$ cat config.mk
export PLATFORM = sky130hd
export DESIGN_NAME = gpio_evt_router
export DESIGN_NICKNAME = d
export VERILOG_FILES = /design/src/rtl/gpio_evt_pkg.sv /design/src/rtl/gpio_sync.sv /design/src/rtl/gpio_qual.sv /design/src/rtl/gpio_regs.sv /design/src/rtl/gpio_irq_route.sv /design/src/rtl/gpio_evt_router.sv
export SDC_FILE = /design/constraint.sdc
export NUM_CORES = 1
export LEC_CHECK = 0
export BUFFER_PORTS_ARGS = -buffer_cell sky130_fd_sc_hd__clkbuf_2
export CAP_MARGIN = 20
export CORE_ASPECT_RATIO = 0.8
export CORE_MARGIN = 3
export CORE_UTILIZATION = 50
export DETAILED_ROUTE_END_ITERATION = 6
export PLACE_DENSITY = 0.79
export SLEW_MARGIN = 15
export SYNTH_ARGS = -nofsm -noshare
export SYNTH_HDL_FRONTEND = slang
export SYNTH_HIERARCHICAL = 1
export SYNTH_SLANG_ARGS = --single-unit
$ cat constraint.sdc
create_clock -name clk -period 1.3 [get_ports clk]
set_input_delay 0.26 -clock clk [delete_from_list [all_inputs] [get_ports clk]]
set_output_delay 0.26 -clock clk [all_outputs]
set_load 0.01 [all_outputs]
$ cat src/rtl/gpio_evt_pkg.sv
package gpio_evt_pkg;

  typedef enum logic [1:0] {
    ROUTE_NONE = 2'b00,
    ROUTE_MGMT = 2'b01,
    ROUTE_CTRL = 2'b10,
    ROUTE_RSVD = 2'b11
  } route_e;

  localparam logic [1:0] ADDR_STATUS = 2'd0;
  localparam logic [1:0] ADDR_INVERT = 2'd1;
  localparam logic [1:0] ADDR_ROUTE  = 2'd2;

endpackage

$ cat src/rtl/gpio_sync.sv
module gpio_sync #(
  parameter int N      = 16,
  parameter int STAGES = 2
) (
  input  logic         clk,
  input  logic         rst,
  input  logic [N-1:0] din,
  output logic [N-1:0] dout
);

  logic [N-1:0] stage_q [STAGES];

  always_ff @(posedge clk) begin
    if (rst) begin
      for (int k = 0; k < STAGES; k++) stage_q[k] <= '0;
    end else begin
      stage_q[0] <= din;
      for (int k = 1; k < STAGES; k++) stage_q[k] <= stage_q[k-1];
    end
  end

  assign dout = stage_q[STAGES-1];

endmodule

$ cat src/rtl/gpio_qual.sv
module gpio_qual #(
  parameter int N    = 16,
  parameter int QUAL = 2
) (
  input  logic         clk,
  input  logic         rst,
  input  logic         sample_en,
  input  logic [N-1:0] active,
  output logic [N-1:0] set_req
);

  localparam int CW = (QUAL > 2) ? $clog2(QUAL) : 1;
  localparam logic [CW-1:0] TOP = CW'(QUAL - 1);

  for (genvar i = 0; i < N; i++) begin : g_bit
    logic [CW-1:0] run_q;

    always_ff @(posedge clk) begin
      if (rst) begin
        run_q <= '0;
      end else if (sample_en) begin
        if (!active[i])        run_q <= '0;
        else if (run_q != TOP) run_q <= run_q + 1'b1;
      end
    end

    assign set_req[i] = sample_en && active[i] && (run_q == TOP);
  end

endmodule

$ cat src/rtl/gpio_regs.sv
module gpio_regs
  import gpio_evt_pkg::*;
#(
  parameter int N = 16
) (
  input  logic           clk,
  input  logic           rst,
  input  logic           wr,
  input  logic [1:0]     addr,
  input  logic [2*N-1:0] wdata,
  input  logic [N-1:0]   set_req,
  output logic [N-1:0]   status,
  output logic [N-1:0]   invert,
  output logic [2*N-1:0] route,
  output logic [2*N-1:0] rdata
);

  localparam int DW = 2 * N;

  logic [N-1:0] clr;
  logic [N-1:0] status_n;

  always_comb begin
    clr      = (wr && addr == ADDR_STATUS) ? wdata[N-1:0] : '0;
    status_n = (status & ~clr) | set_req;
  end

  always_ff @(posedge clk) begin
    if (rst) begin
      status <= '0;
      invert <= '0;
      route  <= '0;
    end else begin
      status <= status_n;
      if (wr && addr == ADDR_INVERT) invert <= wdata[N-1:0];
      if (wr && addr == ADDR_ROUTE)  route  <= wdata;
    end
  end

  always_ff @(posedge clk) begin
    if (rst) begin
      rdata <= '0;
    end else begin
      case (addr)
        ADDR_STATUS: rdata <= {{(DW-N){1'b0}}, status};
        ADDR_INVERT: rdata <= {{(DW-N){1'b0}}, invert};
        ADDR_ROUTE:  rdata <= route;
        default:     rdata <= '0;
      endcase
    end
  end

endmodule

$ cat src/rtl/gpio_irq_route.sv
module gpio_irq_route
  import gpio_evt_pkg::*;
#(
  parameter int N = 16
) (
  input  logic           clk,
  input  logic           rst,
  input  logic [N-1:0]   status,
  input  logic [2*N-1:0] route,
  output logic           irq_mgmt,
  output logic           irq_ctrl
);

  logic [N-1:0] to_mgmt;
  logic [N-1:0] to_ctrl;

  for (genvar i = 0; i < N; i++) begin : g_sel
    assign to_mgmt[i] = status[i] && (route[2*i +: 2] == ROUTE_MGMT);
    assign to_ctrl[i] = status[i] && (route[2*i +: 2] == ROUTE_CTRL);
  end

  always_ff @(posedge clk) begin
    if (rst) begin
      irq_mgmt <= 1'b0;
      irq_ctrl <= 1'b0;
    end else begin
      irq_mgmt <= |to_mgmt;
      irq_ctrl <= |to_ctrl;
    end
  end

endmodule

$ cat src/rtl/gpio_evt_router.sv
module gpio_evt_router #(
  parameter int N_IN         = 16,
  parameter int SYNC_STAGES  = 2,
  parameter int QUAL_SAMPLES = 2,
  localparam int DW          = 2 * N_IN
) (
  input  logic            clk,
  input  logic            rst,
  input  logic [N_IN-1:0] gpi,
  input  logic            sample_en,
  input  logic            reg_wr,
  input  logic [1:0]      reg_addr,
  input  logic [DW-1:0]   reg_wdata,
  output logic [DW-1:0]   reg_rdata,
  output logic            irq_mgmt,
  output logic            irq_ctrl
);

  logic [N_IN-1:0] sync_q;
  logic [N_IN-1:0] inv_q;
  logic [N_IN-1:0] active;
  logic [N_IN-1:0] set_req;
  logic [N_IN-1:0] status_q;
  logic [DW-1:0]   route_q;

  gpio_sync #(.N(N_IN), .STAGES(SYNC_STAGES)) u_sync (
    .clk  (clk),
    .rst  (rst),
    .din  (gpi),
    .dout (sync_q)
  );

  assign active = sync_q ^ inv_q;

  gpio_qual #(.N(N_IN), .QUAL(QUAL_SAMPLES)) u_qual (
    .clk       (clk),
    .rst       (rst),
    .sample_en (sample_en),
    .active    (active),
    .set_req   (set_req)
  );

  gpio_regs #(.N(N_IN)) u_regs (
    .clk     (clk),
    .rst     (rst),
    .wr      (reg_wr),
    .addr    (reg_addr),
    .wdata   (reg_wdata),
    .set_req (set_req),
    .status  (status_q),
    .invert  (inv_q),
    .route   (route_q),
    .rdata   (reg_rdata)
  );

  gpio_irq_route #(.N(N_IN)) u_route (
    .clk      (clk),
    .rst      (rst),
    .status   (status_q),
    .route    (route_q),
    .irq_mgmt (irq_mgmt),
    .irq_ctrl (irq_ctrl)
  );

endmodule

* Word-level counts from Yosys, hierarchy flattened
Memories as Yosys holds them, arrays and structs flattened.
Index checks and enable logic that the tools add are counted.
** Word-level totals
- Register bits :: 114
- Bits in writable memories :: 32
- Bits of input ports :: 54
- Output and inout bits :: 34
- Logic and storage cells :: 188
- Memories kept :: 1
** Memories
- u_sync.stage_q :: depth 2, width 16, read ports 2, clocked after memory_dff 0, wr ports 2, RTL line gpio_sync.sv:11 : logic [N-1:0] stage_q [STAGES];
** Cells by class
- Add/sub/neg operators :: 16
- Eq/ne operators :: 34
- Muxes and demuxes :: 39
- Bitwise operators :: 6
- Reductions and logical operators :: 70
** Operators with widths (count)
- 32-bit case mux with 3 select lines :: 1
- 1-bit logical AND :: 67
- 16-bit 2-to-1 mux :: 3
- 1-bit 2-to-1 mux :: 35
- 2-bit by 1-bit equality test with 1-bit output (second input constant) :: 17
- 2-bit equality test (second input constant) :: 17
- 16-bit OR reduction :: 2
- 1-bit adder (second input constant) :: 16
- 16-bit AND :: 1
- 16-bit inverter :: 1
- 16-bit OR :: 1
- 16-bit XOR :: 1
- 2-bit logical NOT :: 1
- 1-bit OR :: 2

* Depth between registers and ports, before layout
- Depth in word-level cells :: 6
- Depth in mapped cells :: 5

* Modules after synthesis
Netlist, hierarchy kept.
** By module, submodules not included
- gpio_regs :: times used 1, cells each 352, area an instance 3753.6 um^2
- gpio_sync :: times used 1, cells each 83, area an instance 983.4 um^2
- gpio_qual :: times used 1, cells each 70, area an instance 696.9 um^2
- gpio_irq_route :: times used 1, cells each 53, area an instance 327.8 um^2
- gpio_evt_router :: times used 1, cells each 16, area an instance 140.1 um^2

* Least setup slack after synthesis
Ideal clock, no wire load.
- Path kind :: input to register
- Start point :: in reg_addr[1]
- End point :: reg u_regs.status[0]
- Setup time :: 0.128 ns
- Data arrival time :: 1.021 ns
- Required time :: 1.172 ns
- Path slack :: 0.152 ns
- Stages on the path :: 4
- Path buffers :: 2
- Path through :: buf_4 -> nor3b_2 -> buf_4 -> a311oi_1
** On the way
- Cells in the longest elaborated chain, start to end :: 6
** RTL lines
- from (decl) :: RTL line gpio_evt_router.sv:12 : input logic [1:0] reg_addr,
- 2-bit logical NOT :: RTL line gpio_regs.sv:24 : clr = (wr && addr == ADDR_STATUS) ? wdata[N-1:0] : '0;
- 1-bit logical AND :: RTL line gpio_regs.sv:24
- 16-bit 2-to-1 mux :: RTL line gpio_regs.sv:24
- 16-bit inverter :: RTL line gpio_regs.sv:25 : status_n = (status & ~clr) | set_req;
- 16-bit AND :: RTL line gpio_regs.sv:25
- 16-bit OR :: RTL line gpio_regs.sv:25
- to (signal assigned) :: RTL line gpio_regs.sv:34 : status <= status_n;
- to (decl) :: RTL line gpio_regs.sv:12 : output logic [N-1:0] status,
Every way passes these cells.
A chain may end at the register's enable or synchronous reset.

* Final worst setup path
- Start point :: reg u_regs.rdata[9]
- End point :: out reg_rdata[9]
** RTL lines
- from (decl) :: RTL line gpio_regs.sv:15 : output logic [2*N-1:0] rdata
- from (signal assigned) :: RTL line gpio_regs.sv:45 : ADDR_STATUS: rdata <= {{(DW-N){1'b0}}, status};
- from (signal assigned) :: RTL line gpio_regs.sv:46 : ADDR_INVERT: rdata <= {{(DW-N){1'b0}}, invert};
- from (signal assigned) :: RTL line gpio_regs.sv:47 : ADDR_ROUTE: rdata <= route;
- to (decl) :: RTL line gpio_evt_router.sv:14 : output logic [DW-1:0] reg_rdata,
No word-level cell between the ends.

==> load_flow_metrics.sql <==
INSERT INTO impl_metrics (metric_group, metric, value, unit) VALUES
('route', 'routed_wire_length_per_instance', '16.64', 'um'),
('timing', 'slew_violations', '0', ''),
('die', 'rows', '34', ''),
('route', 'ant_nets', '0', ''),
('logic_synthesis', 'fraction_of_registers_with_async_set_reset', '0', '%'),
('clocking', 'tritoncts_num_sinks', '146', ''),
('setup_path', 'timing.reg2reg.worst_path_depth', '4', ''),
('placed_design', 'gp_congestion', '0.8433', ''),
('global_routing', 'grt-ovfl-total', '0', ''),
('global_routing', 'vias_in_the_first_global_route', '4325', ''),
('logic_synthesis', 'postSynthRegisterBits', '146', ''),
('setup_path', 'setup.reg_to_reg.worst_slack', '0.09', 'ns'),
('die', 'num_io_pins', '88', ''),
('final_layout', 'final_net_count', '711', ''),
('clocking', 'clkSlewWorstSetupHoldPaths', '0.06', 'ns'),
('clocking', 'clock_tree.htree_level_count', '4', ''),
('die', 'die_h', '103.2', 'um'),
('logic_synthesis', 'synth.area.top_cells', 'sky130_fd_sc_hd__dfxtp_1, sky130_fd_sc_hd__mux2i_1, sky130_fd_sc_hd__nand2b_1', ''),
('final_layout', 'insertedDiodeCount', '0', ''),
('timing', 'setup-violations-final', '0', ''),
('die', 'die-area', '13150', 'um2'),
('logic_synthesis', 'total_of_warnings_raised_by_yosys', '6', ''),
('clocking', 'cts_made_buffers', '17', ''),
('power_and_ir_drop', 'leakagePower', '3.093', 'nW'),
('die', 'dieWidth', '127.5', 'um'),
('global_routing', 'antenna_found_initial', '0', ''),
('route', 'num_vias', '4302', ''),
('die', 'core_area', '11190', 'um2'),
('final_layout', 'areaGrowthSynthToFinish', '20.59', '%'),
('setup_path', 'worst_r2r_startpoint', 'u_regs/invert[6]$_SDFFE_PP0P_', ''),
('setup_path', 'critical_path.max_stage_delay', '0.39', 'ns'),
('global_routing', 'groute.usage.overall', '20.83', '%'),
('logic_synthesis', 'syn-instance-count', '574', ''),
('logic_synthesis', 'synth.net_count', '628', ''),
('power_and_ir_drop', 'clock_power_share', '48.5', '%'),
('route', 'detail_route.wirelength', '13540', 'um'),
('setup_path', 'worst_ep_required_time', '1.04', 'ns'),
('clocking', 'ctsRootBufferMaster', 'sky130_fd_sc_hd__clkbuf_16', ''),
('setup_path', 'worstPathMaxFanout', '1', ''),
('placed_design', 'port_buffers', '87', ''),
('logic_synthesis', 'post_synth_top_area_cell', 'sky130_fd_sc_hd__dfxtp_1', ''),
('clocking', 'cts.repair_timing.setup_buffer_count', '0', ''),
('global_routing', 'grt_pass1_wl', '21090', 'um'),
('timing', 'finalWorstPathRequiredPeriod', '1.230', 'ns'),
('logic_synthesis', 'dominantRegCellSynth', 'sky130_fd_sc_hd__dfxtp_1', ''),
('setup_path', 'r2r-end', 'u_regs/status[6]$_SDFF_PP0_', ''),
('route', 'vias_per_cell', '5.285', ''),
('worst_hold_path', 'hold_path.startpoint', 'gpi[4]', ''),
('power_and_ir_drop', 'power.share.sequential', '45.2', '%'),
('timing', 'setup_tns', '0', 'ns'),
('timing', 'fmax', '813.0', 'MHz'),
('setup_path', 'timing.critical_path.from_type', 'register', ''),
('die', 'initial_cell_density_of_the_core', '52.75', '%'),
('job', 'max_cap_violations', '0', ''),
('timing', 'worst_pin_slew', '0.2862', 'ns'),
('setup_path', 'crit_path_top_delay_cell', 'sky130_fd_sc_hd__dfxtp_1', ''),
('power_and_ir_drop', 'p_switching', '0.002229', 'W'),
('status', 'run_status', 'completed', ''),
('power_and_ir_drop', 'power.ir.vdd_worst', '0.8465', 'mV'),
('logic_synthesis', 'post_synthesis_instance_area', '5902', 'um2'),
('logic_synthesis', 'synth-edff-count', '0', ''),
('logic_synthesis', 'mean_syn_cell_area', '10.28', 'um2'),
('setup_path', 'crit_family', 'flip-flops', ''),
('power_and_ir_drop', 'internal_power', '0.008146', 'W'),
('setup_path', 'timing.setup.critical_path_class', 'register to output pin', ''),
('setup_path', 'crit_path_end_kind', 'output pin', ''),
('timing', 'final-hold-violation-count', '0', ''),
('global_routing', 'grt_start_max_net_pins', '57', ''),
('placed_design', 'hpwl', '9296', 'um'),
('clocking', 'clk-insertion-delay-late', '0.42', 'ns'),
('power_and_ir_drop', 'power-per-cell-area', '1458', 'nW/um2');
==> kinds of logic after synthesis <==
family	share of synthesized area, %
buffers and inverters	7.102
xor gates and xnor gates	2.374
AOI/OAI and AO/OA	5.088
and+or+nand+nor	22.34
muxes	13.57
DFF	49.52
==> worst register-to-register path, cell delays in order (launching register included) <==
cell	delay (ns)
sky130_fd_sc_hd__dfxtp_1	0.35
sky130_fd_sc_hd__xor2_1	0.20
sky130_fd_sc_hd__and3_1	0.20
sky130_fd_sc_hd__inv_1	0.06
sky130_fd_sc_hd__a311oi_2	0.30
==> cell usage in the layout, fill, tap and decap left out <==
master,instances
sky130_fd_sc_hd__clkinvlp_4,3
sky130_fd_sc_hd__nor3_1,1
sky130_fd_sc_hd__nor4_1,2
sky130_fd_sc_hd__clkbuf_2,86
sky130_fd_sc_hd__nand2_1,18
sky130_fd_sc_hd__nand4_1,3
sky130_fd_sc_hd__buf_12,10
sky130_fd_sc_hd__nor2b_1,32
sky130_fd_sc_hd__and3_1,16
sky130_fd_sc_hd__clkbuf_1,2
sky130_fd_sc_hd__or2_1,1
sky130_fd_sc_hd__nor3b_2,1
sky130_fd_sc_hd__nor3b_4,1
sky130_fd_sc_hd__a311oi_1,14
sky130_fd_sc_hd__nand3b_1,17
sky130_fd_sc_hd__mux2i_1,80
sky130_fd_sc_hd__dfxtp_1,146
sky130_fd_sc_hd__o22ai_1,24
sky130_fd_sc_hd__clkinv_2,3
sky130_fd_sc_hd__a311oi_2,2
sky130_fd_sc_hd__nor2_1,33
sky130_fd_sc_hd__xor2_1,16
sky130_fd_sc_hd__and2_1,16
sky130_fd_sc_hd__buf_4,18
sky130_fd_sc_hd__clkbuf_8,4
sky130_fd_sc_hd__inv_1,16
sky130_fd_sc_hd__a21oi_1,2
sky130_fd_sc_hd__nand2b_1,81
sky130_fd_sc_hd__clkbuf_16,17
sky130_fd_sc_hd__and3b_1,1
sky130_fd_sc_hd__bufinv_16,3
sky130_fd_sc_hd__and3b_2,1
==> worst max path at each step <==
stage	start	endpoint	slack, ns	cells past startpoint
2_1_floorplan	reg_addr[1]	u_regs/status[0]$_SDFF_PP0_	0.15	4
3_3_place_gp	sample_en	u_regs/status[6]$_SDFF_PP0_	0.04	5
3_5_place_dp	sample_en	u_regs/status[6]$_SDFF_PP0_	0.05	5
4_1_cts	u_regs/invert[6]$_SDFFE_PP0P_	u_regs/status[6]$_SDFF_PP0_	0.04	4
5_1_grt	u_regs/invert[5]$_SDFFE_PP0P_	u_regs/status[5]$_SDFF_PP0_	0.002	4
6_report	u_regs/rdata[9]$_SDFF_PP0_	reg_rdata[9]	0.07	1
==> per-stage QoR <==
step           cell area, um2  total power, W  setup slack (ns)  util (%)  instances
6_report                 7117         0.01037           0.07006     63.61        814
3_5_place_dp             6489        0.005425           0.05033     58.00        782
5_1_grt                  7117         0.01069          0.002239     63.61        814
4_1_cts                  7104         0.01043           0.03958     63.50        814
3_3_place_gp             6489        0.005399           0.03603     58.00        782
2_1_floorplan            5902        0.005199            0.1516         -        574
==> cell type report <==
class | count | area [um2]
Tap cell | 144 | 180.2
Clock buffer | 23 | 488.0
Multi-Input combinational cell | 362 | 2572
Fill cell | 874 | 4071
Sequential cell | 146 | 2923
Inverter | 16 | 60.06
Timing Repair Buffer | 114 | 765.7
Clock inverter | 9 | 127.6
==> registers in the layout, summed over array words and instances (netlist names) <==
name / flops
u_regs/rdata: 32
u_regs/route: 32
u_sync/stage_q: 32
u_qual/g_bit.run_q: 16
u_regs/invert: 16
u_regs/status: 16
u_route/irq_ctrl: 1
u_route/irq_mgmt: 1
==> what timing repair did <==
item,in CTS,in global routing
hold buffers,0,0
resized for setup,0,2
setup endpoints to repair,0,2
==> power by group through the flow <==
| stage | Clock [W] | Sequential (W) | Combinational (W) |
|---|---|---|---|
| 6_report | 0.00504 | 0.00469 | 0.000652 |
| 5_1_grt | 0.00528 | 0.00470 | 0.000703 |
| 4_1_cts | 0.00509 | 0.00469 | 0.000648 |
| 3_5_place_dp | 0 | 0.00478 | 0.000641 |
| 3_3_place_gp | 0 | 0.00478 | 0.000620 |
| 2_1_floorplan | 0 | 0.00476 | 0.000439 |
==> layer usage <==
metal  share of wire [%]  GRT usage (%)  vias to the layer above
met5                   0              0                        -
met4                0.84          9.151                        0
met3                 5.9          4.671                        9
met2                  50          35.30                      112
met1                  44          25.84                     2093
li1                    -              -                     2088
No activity file was read; power rests on OpenSTA's default activity.
